==> config.mk <==
export PLATFORM = sky130hd
export DESIGN_NAME = async_sram_ctrl
export DESIGN_NICKNAME = d
export VERILOG_FILES = /design/src/rtl/async_sram_ctrl.sv
export SDC_FILE = /design/constraint.sdc
export NUM_CORES = 1
export LEC_CHECK = 0
export BUFFER_PORTS_ARGS = -buffer_cell sky130_fd_sc_hd__buf_2
export CORE_ASPECT_RATIO = 1.75
export CORE_UTILIZATION = 25
export DETAILED_ROUTE_END_ITERATION = 8
export PLACE_DENSITY_LB_ADDON = 0.2
export SETUP_SLACK_MARGIN = 0.3
export SYNTH_ARGS = -nofsm -noshare
export SYNTH_HDL_FRONTEND = slang
export SYNTH_SLANG_ARGS = --single-unit
==> constraint.sdc <==
create_clock -name clk -period 2.31 [get_ports clk]
set_clock_uncertainty 0.05 [all_clocks]
set_input_delay 0.231 -clock clk [delete_from_list [all_inputs] [get_ports clk]]
set_output_delay 0.231 -clock clk [all_outputs]
set_load 0.05 [all_outputs]
==> src/rtl/async_sram_ctrl.sv <==
`timescale 1ns/1ps
module async_sram_ctrl #(
  parameter int CLK_NS = 4,
  parameter int T_RC   = 55,
  parameter int T_AA   = 55,
  parameter int T_OE   = 30,
  parameter int T_WC   = 55,
  parameter int T_WP   = 45,
  parameter int T_AW   = 50,
  parameter int T_CW   = 50,
  parameter int T_DW   = 25,
  parameter int T_HZ   = 20,
  parameter int AW     = 15,
  parameter int DW     = 8
) (
  input  logic          clk,
  input  logic          rst_n,
  input  logic          req_valid,
  input  logic          req_write,
  input  logic [AW-1:0] req_addr,
  input  logic [DW-1:0] req_wdata,
  output logic          req_ready,
  output logic          rsp_valid,
  output logic [DW-1:0] rsp_rdata,
  output logic [AW-1:0] mem_addr,
  output logic          mem_ce_n,
  output logic          mem_we_n,
  output logic          mem_oe_n,
  output logic [DW-1:0] mem_dq_out,
  input  logic [DW-1:0] mem_dq_in,
  output logic          mem_dq_oe
);
  function automatic int cyc(input int t);
    return (t <= 0) ? 0 : (t + CLK_NS - 1) / CLK_NS;
  endfunction
  function automatic int mx(input int a, input int b);
    return (a > b) ? a : b;
  endfunction

  localparam int RD_CYC = mx(mx(cyc(T_AA), cyc(T_OE)), 1);
  localparam int WR_CYC = mx(mx(mx(cyc(T_WP), cyc(T_AW)), mx(cyc(T_CW), cyc(T_DW))), 1);
  localparam int RD_TA  = mx(mx(cyc(T_HZ), cyc(T_RC) - RD_CYC - 1), 1);
  localparam int WR_REC = mx(cyc(T_WC) - WR_CYC - 1, 1);
  localparam int CNT_MAX = mx(mx(RD_CYC, WR_CYC), mx(RD_TA, WR_REC));
  localparam int CW = $clog2(CNT_MAX + 1);

  typedef enum logic [2:0] {S_IDLE, S_SETUP, S_RD, S_WR, S_REC} state_t;
  state_t st;
  logic [CW-1:0] cnt;
  logic op_wr;

  assign req_ready = (st == S_IDLE);

  always_ff @(posedge clk) begin
    if (!rst_n) begin
      st <= S_IDLE;
      cnt <= '0;
      op_wr <= 1'b0;
      mem_addr <= '0;
      mem_dq_out <= '0;
      mem_ce_n <= 1'b1;
      mem_we_n <= 1'b1;
      mem_oe_n <= 1'b1;
      mem_dq_oe <= 1'b0;
      rsp_valid <= 1'b0;
      rsp_rdata <= '0;
    end else begin
      rsp_valid <= 1'b0;
      unique case (st)
        S_IDLE: if (req_valid) begin
          mem_addr <= req_addr;
          mem_dq_out <= req_wdata;
          op_wr <= req_write;
          st <= S_SETUP;
        end
        S_SETUP: begin
          mem_ce_n <= 1'b0;
          if (op_wr) begin
            mem_we_n <= 1'b0;
            mem_dq_oe <= 1'b1;
            cnt <= CW'(WR_CYC - 1);
            st <= S_WR;
          end else begin
            mem_oe_n <= 1'b0;
            cnt <= CW'(RD_CYC - 1);
            st <= S_RD;
          end
        end
        S_RD: if (cnt == '0) begin
          rsp_rdata <= mem_dq_in;
          mem_ce_n <= 1'b1;
          mem_oe_n <= 1'b1;
          rsp_valid <= 1'b1;
          cnt <= CW'(RD_TA - 1);
          st <= S_REC;
        end else cnt <= cnt - 1'b1;
        S_WR: if (cnt == '0) begin
          mem_ce_n <= 1'b1;
          mem_we_n <= 1'b1;
          mem_dq_oe <= 1'b0;
          rsp_valid <= 1'b1;
          cnt <= CW'(WR_REC - 1);
          st <= S_REC;
        end else cnt <= cnt - 1'b1;
        S_REC: if (cnt == '0) st <= S_IDLE;
               else cnt <= cnt - 1'b1;
        default: st <= S_IDLE;
      endcase
    end
  end


  oe_high_in_write_chk: assert property (@(posedge clk) disable iff (!rst_n)
    !mem_we_n |-> mem_oe_n);

  drive_only_in_pulse_chk: assert property (@(posedge clk) disable iff (!rst_n)
    mem_dq_oe |-> !mem_we_n && !mem_ce_n);

  addr_move_strobes_high_chk: assert property (@(posedge clk) disable iff (!rst_n)
    !$stable(mem_addr) |-> mem_ce_n && mem_we_n && $past(mem_ce_n) && $past(mem_we_n));

  rsp_one_cycle_chk: assert property (@(posedge clk) disable iff (!rst_n)
    rsp_valid |=> !rsp_valid);

  busy_after_accept_chk: assert property (@(posedge clk) disable iff (!rst_n)
    req_valid && req_ready |=> !req_ready);

  wdata_hold_chk: assert property (@(posedge clk) disable iff (!rst_n)
    mem_dq_oe && $past(mem_dq_oe) |-> $stable(mem_dq_out));
endmodule

# Word level (Yosys, flattened, before mapping)
# Cells that the tools add are included.
[totals]
register_bits = 44
output_inout_bits = 37
[op_classes]
n_addsub = 1
n_eq_ne = 12
n_mux = 20
reduce_logical = 15
[ops]
columns = ["op", "count"]
rows = [
  ["$pmux W4 S4", 1],
  ["$ne A2 B2 Y1 const B", 7],
  ["$mux W4", 3],
  ["$pmux W3 S4", 1],
  ["$reduce_and A2 Y1", 5],
  ["$mux W3", 3],
  ["$reduce_and A3 Y1", 3],
  ["$mux W1", 8],
  ["$pmux W1 S2", 4],
  ["$eq A3 B2 Y1 const B", 2],
  ["$reduce_bool A2 Y1", 3],
  ["$logic_not A4 Y1", 1],
  ["$reduce_bool A4 Y1", 1],
  ["$sub A4 B1 Y4 const B", 1],
  ["$eq A3 B1 Y1 const B", 1],
  ["$eq A3 B3 Y1 const B", 1],
  ["$logic_not A3 Y1", 1],
  ["$ne A2 B1 Y1 const B", 1],
  ["$reduce_or A2 Y1", 1],
]

# Depth between registers and ports, before layout
[logic_depth]
word_depth = 4
ltp_mapped = 7

# Worst setup path before layout
# OpenSTA, ideal clock, no wires.
[synth_timing]
path_type = "register to register"
start = "register st[1]"
end = "register mem_addr[14]"
setup_ps = 70
t_arrival_ps = 1904
t_required_ps = 2190
slack_ps = 286
path_stages_with_launch = 8
path_buffers = 3
period_less_slack_ps = 2024
path_cell_list = "dfxtp_1 clkbuf_1 nor3_2 and2_1 clkbuf_1 buf_2 nand2_1 a21oi_1"
[synth_between]
elab_chain_len = 2
[synth_lines]
columns = ["element", "line_no", "rtl"]
rows = [
  ["start, declared", "48", "state_t st;"],
  ["start signal, assigned", "56", "st <= S_IDLE;"],
  ["start signal, assigned", "74", "st <= S_SETUP;"],
  ["start signal, assigned", "82", "st <= S_WR;"],
  ["$logic_not A3 Y1", "n/a", ""],
  ["named net req_ready", "22", "output logic req_ready,"],
  ["$reduce_and A2 Y1 (no line)", "n/a", ""],
  ["end signal, assigned", "71", "mem_addr <= req_addr;"],
  ["end, declared", "25", "output logic [AW-1:0] mem_addr,"],
]
# The timed path passes the listed nets, and every way through them passes these cells.
# A chain may end at the register's enable or synchronous reset.

# Worst setup path after layout
[layout_timing]
start = "register cnt[0]"
end = "register rsp_rdata[5]"
[layout_between]
elab_chain_len = 2
[layout_lines]
columns = ["element", "line_no", "rtl"]
rows = [
  ["start, declared", "49", "logic [CW-1:0] cnt;"],
  ["start signal, assigned", "81", "cnt <= CW'(WR_CYC - 1);"],
  ["start signal, assigned", "85", "cnt <= CW'(RD_CYC - 1);"],
  ["start signal, assigned", "94", "cnt <= CW'(RD_TA - 1);"],
  ["$logic_not A4 Y1", "89", "S_RD: if (cnt == '0) begin"],
  ["$reduce_and A2 Y1 (no line)", "n/a", ""],
  ["end signal, assigned", "90", "rsp_rdata <= mem_dq_in;"],
  ["end, declared", "24", "output logic [DW-1:0] rsp_rdata,"],
]
# Every way passes these cells.

==> flow_summary.toml <==
[run_status]
outcome = "finished, final reports clean"

[sta]
setup_tns_ns = 0
unrepaired_setup_endpoints_after_global_routing = "no"
hold_viol = 0
timing.final.max_slew_violations = 0
final_worst_path_cycle_share_pct = 81.9
max_freq_mhz = 529
hold_slack_ns = 0.128
final.min_clock_period_ns = 1.89
tightest_slew_ns = 0.454
slew-limit-headroom_pct = 69.7
setup_violations = 0

[global_routing]
gr_met1_demand_resource_pct = 13.0
top_usage_layer = "met2"
grtUsageMet2_pct = 24.8
global_route_congestion_overflow_total = 0
groute.layer.met3.usage_pct = 1.93
grt_pass1_wl_um = 7350
vias_in_the_first_global_route = 1580
grt_overall_usage_pct = 13.2
grt_max_degree = 39
initial_antenna_violation_count = 0

[yosys]
synth_edf_count = 0
synth_cells = 207
synth-async-reset-ratio_pct = 0
multiplexer_area_fraction_after_synthesis_pct = 4.62
mappedNetlistArea_mm2 = 0.00173
synth_warnings = 0
synth_fa_ha_area_share_pct = 1.44
synth-main-ff-cell = "dfxtp_1"
post_synth_xor_area_fraction_pct = 1.01
yosys.area_share.simple_pct = 21.4
synth-compound-area-share_pct = 16.2
ys_seq_elements = 44
synth_top_family_by_area = "simple AND/OR/NAND/NOR gates"
synth-seq-area-share_pct = 50.8
post_synth.cell_area_avg_um2 = 8.37
postSynthNetCount = 244
yosys.cell_types.count = 36

[route]
post_dr_wirelength_cell_um = 12.4
vias = 1606
drt_first_pass_iters = 4
drc = 0
initialDrtViolationCount = 60
vias_per_cell = 4.47
wl_um = 4460
antenna_left = 0

[floorplan]
floorplan.initialDensity_pct = 26.3
placementRows = 39
die_area_mm2 = 0.00728
chipHeight_um = 112
floorplan.io_pins = 72
floorplan.core_area_mm2 = 0.00659
die_width_um = 64.9

[layout]
postLayoutCellArea_mm2 = 0.00232
layout.cells.most_common_list = "71 x buf_2, 58 x nand2_1, 44 x dfxtp_1"
num-fill-cells = 717
diode_insertion_count_for_antenna_repair = 0
layout-area-overhead-vs-synth_pct = 34.1
post_route_cells_drive_above_1_share_pct = 32.1
most_frequent_standard_cell_in_the_layout_excluding_fill_and_tap_cells = "buf_2"
final_nets = 313

[setup_path]
slowest_delay_ns = 0.44
path_cells = "inv_1 > ha_1 > or3b_4 > or3_4 > mux2i_1 > nor2_1"
cp_slowest_cell = "or3_4"
critical_path.max_fanout = 10
path_class = "reg -> reg"
endpoint_kind = "register"
setup.worst_path.start_class = "register"
cp_data_required_time_ns = 2.42
cp_data_arrival_time_ns = 2.00

[clocking]
htreeDepth = 2
clock_latency_on_the_worst_skew_pair_ns = 0.28
number_of_buffers_added_by_the_clock_tree_synthesis_step = 5
root_buffer = "clkbuf_16"
cts_max_path_buffers = 2
post-cts-setup-buffers = 0
path_clk_slew_ns = 0.06
tritoncts_num_sinks = 44
cts_tree = "built"

[power_and_ir_drop]
p_leak_nw = 1.10
ir_drop_v = 0.000452
power_density_mw_per_mm2 = 1040

[placement]
dp.final_hpwl_um = 3250
post_dp_cell_area_mm2 = 0.00217
portBuffers = 71
routabilityCongestion = 0.777

[min_path]
hold_path_class = "in -> reg"

[run]
cap_viol_max_count = 0
[per-stage QoR]
| step | setup slack, ns | total power [W] | util (%) | cells |
|---|---|---|---|---|
| 6_report | 0.419 | 0.00242 | 35.3 | 359 |
| 5_1_grt | 0.313 | 0.00256 | 35.3 | 359 |
| 4_1_cts | 0.375 | 0.00246 | 35.3 | 359 |
| 3_5_place_dp | 0.197 | 0.00173 | 32.9 | 351 |
| 3_3_place_gp | 0.257 | 0.00172 | 32.9 | 351 |
| 2_1_floorplan | 0.492 | 0.00153 | - | 207 |
[power breakdown]
part | internal (W) | leakage (nW) | total (W) | switching (W)
registers | 0.000850 | 0.360 | 0.000921 | 0.0000711
logic | 0.000259 | 0.666 | 0.000785 | 0.000525
clock network | 0.000431 | 0.0701 | 0.000715 | 0.000284
[cell families (layout without fill, tap and decap cells)]
group	after synthesis	count (layout)
AND/OR/NAND/NOR	85	85
AO/OA/AOI/OAI	48	48
flip-flops	44	44
buffers and inverters	18	88
multiplexers	8	8
adder cells (fa/ha/maj)	2	2
XOR/XNOR	2	2
[Yosys cell counts (2+ instances only)]
master / count / area share [%]
dfxtp_1: 44 / 51
nor2_1: 11 / 2.4
clkbuf_1: 9 / 1.9
nand2_1: 58 / 13
nor3b_1: 2 / 0.87
buf_2: 2 / 0.58
o21ai_0: 4 / 1.2
a21oi_1: 33 / 9.5
ha_1: 2 / 1.4
nand3_1: 2 / 0.58
xnor2_1: 2 / 1.0
inv_1: 5 / 1.1
mux2i_1: 8 / 4.6
nand2b_1: 2 / 0.72
o211ai_1: 2 / 0.87
[registers in the layout (all words and copies together), names as in the netlist]
signal	count
cnt	4
mem_we_n	1
mem_addr	15
mem_dq_oe	1
mem_dq_out	8
st	3
mem_oe_n	1
mem_ce_n	1
op_wr	1
rsp_rdata	8
rsp_valid	1
[final timing paths]
check | start | to | slack [ns] | cells past startpoint
max | cnt[0]$_SDFFE_PN0P_ | rsp_rdata[5]$_SDFFE_PN0P_ | 0.42 | 6
min | mem_dq_in[1] | rsp_rdata[1]$_SDFFE_PN0P_ | 0.13 | 3
max reg2reg | cnt[0]$_SDFFE_PN0P_ | rsp_rdata[5]$_SDFFE_PN0P_ | 0.42 | 6
min reg2reg | mem_addr[4]$_SDFFE_PN0P_ | mem_addr[4]$_SDFFE_PN0P_ | 0.40 | 2
[worst max-delay path: cells and delay by family (launching register included)]
kind                     cells  cell delay, ns
adder cells (fa/ha/maj)      1            0.18
buffers and inverters        1            0.10
flip-flops                   1            0.33
AND/OR/NAND/NOR              3            0.92
multiplexers                 1            0.19
[area by class of cell]
cell class | count | area, um2 | share of cell area (%)
sequential | 44 | 881 | 37.9
multi-input combinational | 145 | 786 | 33.8
timing repair buffer | 75 | 385 | 16.6
clock buffer | 7 | 143 | 6.14
tap | 82 | 103 | 4.42
inverter | 5 | 18.8 | 0.808
clock inverter | 1 | 7.51 | 0.323
[what timing repair did]
action,CTS,global route
hold buffers,0,0
pin swaps,0,1
resized for setup,1,0
endpoints found under the setup margin,9,3
[metal layers]
metal  wire length (um)  part of all wire (%)
met5                  0                     0
met2               2460                    55
met3                135                   3.0
met4                143                   3.2
met1               1730                    39
Note: power is estimated with default switching activity, not from simulation.
